[src/rtl/nvm_pkg.sv]
package nvm_pkg;

    typedef enum logic [1:0] {
        OP_ERASE_WORD  = 2'b00,
        OP_ERASE_BLOCK = 2'b01,
        OP_WRITE_WORD  = 2'b10,
        OP_WRITE_BLOCK = 2'b11
    } nvm_op_e;

    typedef enum logic [1:0] {
        ST_IDLE   = 2'd0,
        ST_PROG   = 2'd1,
        ST_COMMIT = 2'd2
    } ctl_state_e;

    typedef enum logic [1:0] {
        KEY_LOCKED = 2'd0,
        KEY_HALF   = 2'd1,
        KEY_OPEN   = 2'd2
    } key_state_e;

    localparam logic [2:0] SEL_CTRL    = 3'd0;
    localparam logic [2:0] SEL_ADDR_LO = 3'd1;
    localparam logic [2:0] SEL_ADDR_HI = 3'd2;
    localparam logic [2:0] SEL_DATA    = 3'd3;
    localparam logic [2:0] SEL_KEY     = 3'd4;

    localparam int CB_ENABLE = 2;
    localparam int CB_START  = 3;
    localparam int CB_ERROR  = 4;
    localparam int CB_DONE   = 5;

    localparam logic [15:0] KEY_FIRST  = 16'h0055;
    localparam logic [15:0] KEY_SECOND = 16'h00AA;
    localparam logic [15:0] BUSY_READ  = 16'hDEAD;
    localparam logic [15:0] ERASED     = 16'hFFFF;

endpackage

[src/rtl/nvm_unlock.sv]
module nvm_unlock
    import nvm_pkg::*;
(
    input  logic        clk,
    input  logic        por_n,
    input  logic        warm_rst,
    input  logic        any_acc,
    input  logic        key_wr,
    input  logic [15:0] wdata,
    output logic        key_open
);

    key_state_e state_q, state_d;

    always_comb begin
        state_d = state_q;
        unique case (state_q)
            KEY_LOCKED: if (key_wr && wdata == KEY_FIRST) state_d = KEY_HALF;
            KEY_HALF:   if (any_acc) state_d = (key_wr && wdata == KEY_SECOND) ? KEY_OPEN : KEY_LOCKED;
            KEY_OPEN:   if (any_acc) state_d = KEY_LOCKED;
            default:    state_d = KEY_LOCKED;
        endcase
    end

    always_ff @(posedge clk or negedge por_n) begin
        if (!por_n)        state_q <= KEY_LOCKED;
        else if (warm_rst) state_q <= KEY_LOCKED;
        else               state_q <= state_d;
    end

    assign key_open = (state_q == KEY_OPEN);

    // the open state is only ever entered from the half-unlocked state
    p_key_order_r4: assert property (@(posedge clk) disable iff (!por_n)
        $rose(state_q == KEY_OPEN) |-> $past(state_q) == KEY_HALF);

endmodule

[src/rtl/nvm_timer.sv]
module nvm_timer #(
    parameter int CYCLES = 40000
) (
    input  logic clk,
    input  logic por_n,
    input  logic clear,
    input  logic load,
    output logic expired
);

    localparam int CW = (CYCLES < 2) ? 1 : $clog2(CYCLES + 1);

    logic [CW-1:0] cnt_q;

    always_ff @(posedge clk or negedge por_n) begin
        if (!por_n)             cnt_q <= '0;
        else if (clear)         cnt_q <= '0;
        else if (load)          cnt_q <= CW'(CYCLES - 1);
        else if (cnt_q != '0)   cnt_q <= cnt_q - 1'b1;
    end

    assign expired = (cnt_q == '0);

    // the countdown never holds more than the programmed length
    p_timer_bound_r8: assert property (@(posedge clk) disable iff (!por_n)
        cnt_q <= CW'(CYCLES - 1));

endmodule

[src/rtl/nvm_array.sv]
module nvm_array
    import nvm_pkg::*;
#(
    parameter int WORDS = 64,
    localparam int IW = $clog2(WORDS)
) (
    input  logic          clk,
    input  logic          por_n,
    input  logic          commit,
    input  nvm_op_e       op,
    input  logic [IW-1:0] tgt_idx,
    input  logic          latch_we,
    input  logic [3:0]    latch_sel,
    input  logic [15:0]   latch_din,
    output logic [15:0]   rd_word
);

    localparam int GROUP = 16;

    logic [15:0] latch_q [GROUP];
    logic [15:0] word_w  [WORDS];

    always_ff @(posedge clk or negedge por_n) begin
        if (!por_n) begin
            for (int k = 0; k < GROUP; k++) latch_q[k] <= ERASED;
        end else if (latch_we) begin
            latch_q[latch_sel] <= latch_din;
        end
    end

    for (genvar g = 0; g < WORDS; g++) begin : g_word
        logic [15:0] cell_q;
        logic        hit;

        assign hit = op[0] ? ((tgt_idx >> 4) == IW'(g / GROUP))
                           : (tgt_idx == IW'(g));

        always_ff @(posedge clk or negedge por_n) begin
            if (!por_n)              cell_q <= ERASED;
            else if (commit && hit)  cell_q <= op[1] ? (cell_q & latch_q[g % GROUP]) : ERASED;
        end

        assign word_w[g] = cell_q;
    end

    assign rd_word = word_w[tgt_idx];

    // a word erase leaves the addressed word at all ones
    p_erase_word_ones_r10: assert property (@(posedge clk) disable iff (!por_n)
        (commit && op == OP_ERASE_WORD) |=> rd_word == ERASED);

endmodule

[src/rtl/nvm_word_ctrl.sv]
module nvm_word_ctrl
    import nvm_pkg::*;
#(
    parameter int          ARRAY_WORDS = 64,
    parameter int          BUSY_CYCLES = 40000,
    parameter logic [23:0] BASE_ADDR   = 24'h7FF000
) (
    input  logic        clk,
    input  logic        por_n,
    input  logic        warm_rst,
    input  logic        reg_wr,
    input  logic        reg_rd,
    input  logic [2:0]  reg_sel,
    input  logic [15:0] reg_wdata,
    output logic [15:0] reg_rdata,
    output logic        busy,
    output logic        done_irq
);

    localparam int          IW        = $clog2(ARRAY_WORDS);
    localparam logic [23:0] ADDR_LIMIT = 24'(BASE_ADDR + 24'(2 * ARRAY_WORDS));

    ctl_state_e  state_q, state_d;
    nvm_op_e     op_q;
    logic        wren_q, wr_q, err_q, done_q;
    logic [15:0] addr_lo_q;
    logic [7:0]  addr_hi_q;

    logic          ctrl_wr, data_wr, key_wr, any_acc, idle;
    logic          key_open, tmr_done, start_ok, commit;
    logic [23:0]   addr_full, offset;
    logic          addr_ok;
    logic [IW-1:0] word_idx;
    logic [15:0]   rd_word;

    assign any_acc   = reg_wr || reg_rd;
    assign ctrl_wr   = reg_wr && reg_sel == SEL_CTRL;
    assign data_wr   = reg_wr && reg_sel == SEL_DATA;
    assign key_wr    = reg_wr && reg_sel == SEL_KEY;
    assign idle      = (state_q == ST_IDLE);
    assign addr_full = {addr_hi_q, addr_lo_q};
    assign offset    = addr_full - BASE_ADDR;
    assign addr_ok   = !addr_full[0] && addr_full >= BASE_ADDR && addr_full < ADDR_LIMIT;
    assign word_idx  = IW'(offset >> 1);
    assign start_ok  = ctrl_wr && reg_wdata[CB_START] && reg_wdata[CB_ENABLE]
                       && key_open && idle && addr_ok;
    assign commit    = (state_q == ST_COMMIT) && !warm_rst;

    nvm_unlock u_unlock (
        .clk      (clk),
        .por_n    (por_n),
        .warm_rst (warm_rst),
        .any_acc  (any_acc),
        .key_wr   (key_wr),
        .wdata    (reg_wdata),
        .key_open (key_open)
    );

    nvm_timer #(.CYCLES(BUSY_CYCLES)) u_timer (
        .clk     (clk),
        .por_n   (por_n),
        .clear   (warm_rst),
        .load    (start_ok),
        .expired (tmr_done)
    );

    nvm_array #(.WORDS(ARRAY_WORDS)) u_array (
        .clk       (clk),
        .por_n     (por_n),
        .commit    (commit),
        .op        (op_q),
        .tgt_idx   (word_idx),
        .latch_we  (data_wr && idle),
        .latch_sel (4'(offset >> 1)),
        .latch_din (reg_wdata),
        .rd_word   (rd_word)
    );

    // operation state machine: next state
    always_comb begin
        state_d = state_q;
        unique case (state_q)
            ST_IDLE:   if (start_ok) state_d = ST_PROG;
            ST_PROG:   if (tmr_done) state_d = ST_COMMIT;
            ST_COMMIT: state_d = ST_IDLE;
            default:   state_d = ST_IDLE;
        endcase
    end

    // operation state machine: state register
    always_ff @(posedge clk or negedge por_n) begin
        if (!por_n)        state_q <= ST_IDLE;
        else if (warm_rst) state_q <= ST_IDLE;
        else               state_q <= state_d;
    end

    // control bits
    always_ff @(posedge clk or negedge por_n) begin
        if (!por_n) begin
            op_q   <= OP_ERASE_WORD;
            wren_q <= 1'b0;
            wr_q   <= 1'b0;
            err_q  <= 1'b0;
            done_q <= 1'b0;
        end else if (warm_rst) begin
            wr_q   <= 1'b0;
            wren_q <= 1'b0;
            if (!idle) err_q <= 1'b1;
        end else begin
            if (ctrl_wr) begin
                wren_q <= reg_wdata[CB_ENABLE];
                err_q  <= err_q & reg_wdata[CB_ERROR];
                if (idle) op_q <= nvm_op_e'(reg_wdata[1:0]);
            end
            if (start_ok)                    wr_q <= 1'b1;
            else if (state_q == ST_COMMIT)   wr_q <= 1'b0;
            done_q <= (ctrl_wr ? (done_q & reg_wdata[CB_DONE]) : done_q)
                      | (state_q == ST_COMMIT);
        end
    end

    // address registers: frozen while an operation runs, kept on warm reset
    always_ff @(posedge clk or negedge por_n) begin
        if (!por_n) begin
            addr_lo_q <= '0;
            addr_hi_q <= '0;
        end else if (idle && !warm_rst && reg_wr) begin
            if (reg_sel == SEL_ADDR_LO) addr_lo_q <= reg_wdata;
            if (reg_sel == SEL_ADDR_HI) addr_hi_q <= reg_wdata[7:0];
        end
    end

    // outputs
    always_comb begin
        busy     = !idle;
        done_irq = done_q;
        unique case (reg_sel)
            SEL_CTRL:    reg_rdata = {10'b0, done_q, err_q, wr_q, wren_q, op_q};
            SEL_ADDR_LO: reg_rdata = addr_lo_q;
            SEL_ADDR_HI: reg_rdata = {8'b0, addr_hi_q};
            SEL_DATA:    reg_rdata = !idle ? BUSY_READ : (addr_ok ? rd_word : 16'h0000);
            default:     reg_rdata = 16'h0000;
        endcase
    end

    // start bit drops only at the commit step or on a warm reset
    p_wr_hw_clear_r3: assert property (@(posedge clk) disable iff (!por_n)
        $fell(wr_q) |-> ($past(state_q) == ST_COMMIT || $past(warm_rst)));

    // the start bit stays set for as long as the operation is running
    p_wr_tracks_busy_r3: assert property (@(posedge clk) disable iff (!por_n)
        (state_q != ST_IDLE) |-> wr_q);

    // an operation only begins right after the key sequence opened the lock
    p_start_unlocked_r4: assert property (@(posedge clk) disable iff (!por_n)
        $rose(wr_q) |-> $past(key_open));

    // an operation only begins when the written value carries the enable bit
    p_start_enabled_r5: assert property (@(posedge clk) disable iff (!por_n)
        $rose(wr_q) |-> $past(reg_wdata[CB_ENABLE]));

    // a warm reset that cuts an operation short leaves the error flag set
    p_abort_err_r6: assert property (@(posedge clk) disable iff (!por_n)
        (warm_rst && state_q != ST_IDLE) |=> err_q);

    // the address survives a warm reset
    p_abort_addr_r6: assert property (@(posedge clk) disable iff (!por_n)
        warm_rst |=> $stable(addr_full));

    // the completion flag stays up until a control write
    p_irq_sticky_r7: assert property (@(posedge clk) disable iff (!por_n)
        (done_q && !ctrl_wr) |=> done_q);

    // address cannot move during an operation
    p_busy_addr_hold_r12: assert property (@(posedge clk) disable iff (!por_n)
        (state_q != ST_IDLE) |=> $stable(addr_full));

endmodule

[config.mk]
export PLATFORM = sky130hd
export DESIGN_NAME = nvm_word_ctrl
export DESIGN_NICKNAME = d
export VERILOG_FILES = /design/src/rtl/nvm_pkg.sv /design/src/rtl/nvm_unlock.sv /design/src/rtl/nvm_timer.sv /design/src/rtl/nvm_array.sv /design/src/rtl/nvm_word_ctrl.sv
export SDC_FILE = /design/constraint.sdc
export NUM_CORES = 2
export LEC_CHECK = 0
export BUFFER_PORTS_ARGS = -buffer_cell sky130_fd_sc_hd__buf_2
export CAP_MARGIN = 40
export CORE_UTILIZATION = 32
export CTS_BUF_LIST = sky130_fd_sc_hd__clkbuf_16
export DETAILED_ROUTE_END_ITERATION = 8
export GPL_TIMING_DRIVEN = 0
export SYNTH_ARGS = -nofsm -noshare
export SYNTH_HDL_FRONTEND = slang
export SYNTH_SLANG_ARGS = --single-unit
[constraint.sdc]
create_clock -name clk -period 3.1 [get_ports clk]
set_input_delay 0.465 -clock clk [delete_from_list [all_inputs] [get_ports clk]]
set_output_delay 0.465 -clock clk [all_outputs]
set_load 0.01 [all_outputs]
==> impl_metrics.py <==
metrics = {
    "global_route": {
        "grt_pass1_wl_mm": 353,
        "grt_remaining_overflow": 0,
        "track_usage": 0.272,
        "grt_pass1_vias": 45400,
        "grt_antenna_before_repair": 15,
        "grt_max_degree": 175,
    },
    "setup_path": {
        "rrSetupSlack_ns": -0.17,
        "r2r_cells": 11,
        "arrival_ns": 3.66,
        "crit_type": "flip-flop to output pin",
        "worst_path_largest_cell_delay_ns": 0.42,
        "required_ns": 2.63,
        "cp_slowest_cell": "a2111oi_2",
        "path_cells": "buf_8 > buf_12 > buf_16 > buf_16 > buf_8 > mux2i_1 > o221ai_2 > a21oi_1 > a2111oi_2 > a211o_2 > buf_2",
        "worstSetupStartpointType": "flip-flop",
        "rr_startpoint": "addr_lo_q[1]",
        "critPathCapture": "reg_rdata[10]",
        "end_kind": "output pin",
        "crit_start": "addr_lo_q[1]",
        "regToRegEndpoint": "u_array.g_word[60].cell_q[6]",
        "cp_max_fo": 10,
    },
    "drt": {
        "drt-initial-drc-count": 6466,
        "dr.pass1.iters": 6,
        "vias": 46300,
        "detail-route-antenna-nets": 0,
        "via_per_inst": 5.91,
        "drc": 0,
        "wire_per_inst_um": 32.5,
        "routed_wl_mm": 255,
    },
    "die": {
        "pin_count": 42,
        "num_rows": 156,
        "initial_core_util": 0.322,
        "fp.dieW_um": 429,
        "die_area_mm2": 0.184,
        "dieHeight_um": 429,
        "fp.coreArea_mm2": 0.181,
    },
    "pwr": {
        "pwr-share-seq": 0.422,
        "clockPowerShare": 0.378,
        "leakagePower_nw": 32.0,
        "power_density_mw_per_mm2": 647,
        "internal-power_mw": 32.0,
        "switching_share": 0.305,
        "power_mw": 46.0,
        "pwr-share-comb": 0.200,
        "p_sw_mw": 14.0,
        "ir_drop_uv": 446,
    },
    "sta": {
        "drv_slew": 0,
        "period_needed_ns": 4.12,
        "finalClockSkew_ns": 0.0417,
        "report.final.hold_viol_count": 0,
        "timing.final.crit_share": 1.33,
        "worst_pin_slew_ns": 1.12,
        "max_freq_mhz": 243,
        "rsz0062_at_grt": "true",
        "setup_slack_ns": -1.02,
        "hold_ws_ns": 0.0150,
        "finalSetupViolCount": 98,
        "maxSlewHeadroom": 0.253,
    },
    "outcome": {
        "violations": "setup timing",
        "outcome": "complete, but fails checks",
    },
    "clock_tree": {
        "clock_path_buffers": 3,
        "h-tree-depth": 4,
        "cts_root_buffer": "clkbuf_16",
        "clkLatencyLatePin_ns": 0.82,
        "numCtsBuffers": 146,
        "cts_tree": "yes",
        "clk_pin_slew_worst_paths_ns": 0.06,
        "cts.sinks": 1330,
    },
    "yosys": {
        "yosys_warnings": 0,
        "ys_ff_latch": 1330,
        "synth_seq_area_share": 0.599,
        "synth_top_area_frac": 0.577,
        "ys_async_sr_fraction": 1.00,
        "yosysMostFrequentCell": "dfstp_2",
        "synth_largest_area_cell": "dfstp_2",
        "synth_ff_type": "dfstp_2",
        "synthTopCellsByCount": "dfstp_2, nand2_1, o21ai_0",
        "syn_area_mm2": 0.0583,
        "synth_cells": 4983,
        "synth_cell_types": 58,
        "synth_area_leaders": "dfstp_2, o21ai_0, mux4_2",
        "synth-edff-count": 0,
        "synth_area_per_cell_um2": 11.7,
        "syn-num-nets": 5008,
    },
    "final_layout": {
        "drive_above_1_share": 0.481,
        "fillers": 17100,
        "syn_to_final_growth_pct": 22.1,
        "final_nets": 5374,
    },
    "run": {
        "maxCapViolations": 0,
    },
    "place": {
        "port_buffers": 41,
        "gp_congestion": 1.03,
        "hpwl_mm": 183,
    },
    "min_path": {
        "hold_class": "input port to asynchronous set/reset pin",
    },
}
## worst min-delay path by stage
stage	cells past startpoint	startpoint	to	slack, ns
after CTS	4	reg_wdata[3]	u_timer.cnt_q[11]	0.05
final	1	por_n	u_array.latch_q[240]	0.02
after detailed placement	2	u_array.g_word[6].cell_q[15]	u_array.g_word[6].cell_q[15]	0.47
after global routing	1	por_n	u_array.latch_q[240]	0.13
after floorplan	0	por_n	addr_hi_q[0]	0.17
after global placement	2	u_array.g_word[12].cell_q[14]	u_array.g_word[12].cell_q[14]	0.46
## per-layer routing
layer	up-vias	wire length [um]	GRT usage
met5	-	283	0.000781
met2	3136	108000	0.391
met4	14	23000	0.206
met3	822	27100	0.0689
met1	24100	96500	0.350
li1	18300	-	-
## logic make-up after synthesis
kind of cell    Yosys count  synth area share
xor+xnor                 11           0.00178
mux                     644             0.158
fa+ha+maj                 1          0.000215
buf+inv                 368            0.0267
simple gates           1355            0.0953
compound gates         1274             0.119
flops                  1330             0.599
## registers in the layout, indices dropped and copies added, names as in the netlist, 2 cells and up
name,cells
addr_hi_q,8
u_array.latch_q,256
state_q,2
addr_lo_q,16
u_timer.cnt_q,16
u_unlock.state_q,2
u_array.g_word.cell_q,1024
op_q,2
## layout by cell type, fill, tap and decap left out, types with 10 or more instances in the layout
master,instances
mux2_2,299
mux2i_2,40
a21oi_2,15
a21oi_1,44
a22oi_1,30
buf_8,43
mux2i_1,87
mux4_2,192
nand2_2,16
clkbuf_2,45
o221ai_2,17
nand2_1,1119
dfrtp_1,48
inv_1,45
or2_2,66
buf_6,50
a21o_1,13
o21ai_0,1028
nand3_1,15
clkbuf_16,155
mux2i_4,24
nor2b_1,12
clkbuf_1,202
bufinv_16,13
nor2_1,38
buf_4,98
clkinv_2,17
dfstp_2,1280
clkinv_1,32
buf_16,43
a22o_1,10
o22ai_1,13
buf_2,47
buf_12,32
## area by class of cell
cell class | count | area (um2) | area share
Antenna cell | 5 | 12.5 | 0.000176
Timing Repair Buffer | 237 | 2660 | 0.0374
Buffer | 345 | 2620 | 0.0369
Multi-Input combinational cell | 3285 | 23300 | 0.327
Sequential cell | 1330 | 34900 | 0.491
Clock inverter | 118 | 915 | 0.0129
Tap cell | 2370 | 2970 | 0.0417
Inverter | 4 | 15.0 | 0.000211
Clock buffer | 151 | 3780 | 0.0531
## power groups by stage
stage                     Clock, mW  Combinational (mW)  Sequential [mW]
after detailed placement          0                6.75             19.6
final                          17.4                9.22             19.4
after floorplan                   0                3.38             19.1
after global placement            0                6.46             19.5
after CTS                      17.5                8.47             19.3
after global routing           18.2                9.24             19.5
## stage by stage
| stage | TNS [ns] | instances | setup slack, ns | utilization | cell area (um2) |
|---|---|---|---|---|---|
| final | -20.92 | 7845 | -1.02 | 0.393 | 71100 |
| after global routing | -24.13 | 7842 | -0.998 | 0.393 | 71100 |
| after CTS | -14.82 | 7813 | -0.962 | 0.389 | 70200 |
| after detailed placement | -512.94 | 7482 | -1.93 | 0.347 | 62700 |
| after global placement | - | 7394 | -26.57 | 0.340 | 61400 |
| after floorplan | 0 | 4983 | 0.257 | - | 58300 |
## critical path, delay by kind of cell (launching register included)
kind | cells | cell delay [ns]
buffers and inverters | 6 | 1.12
AO/OA/AOI/OAI | 4 | 1.14
multiplexers | 1 | 0.16
flip-flops | 1 | 0.37
## timing repair
item,4_1_cts,5_1_grt
cloned,5,4
pin swaps,35,20
hold endpoints to repair,2,0
hold buffers,2,0
buffers inserted,69,26
setup endpoints to repair,1011,292
resized for setup,532,141
Power figures use the tool's default switching activity.
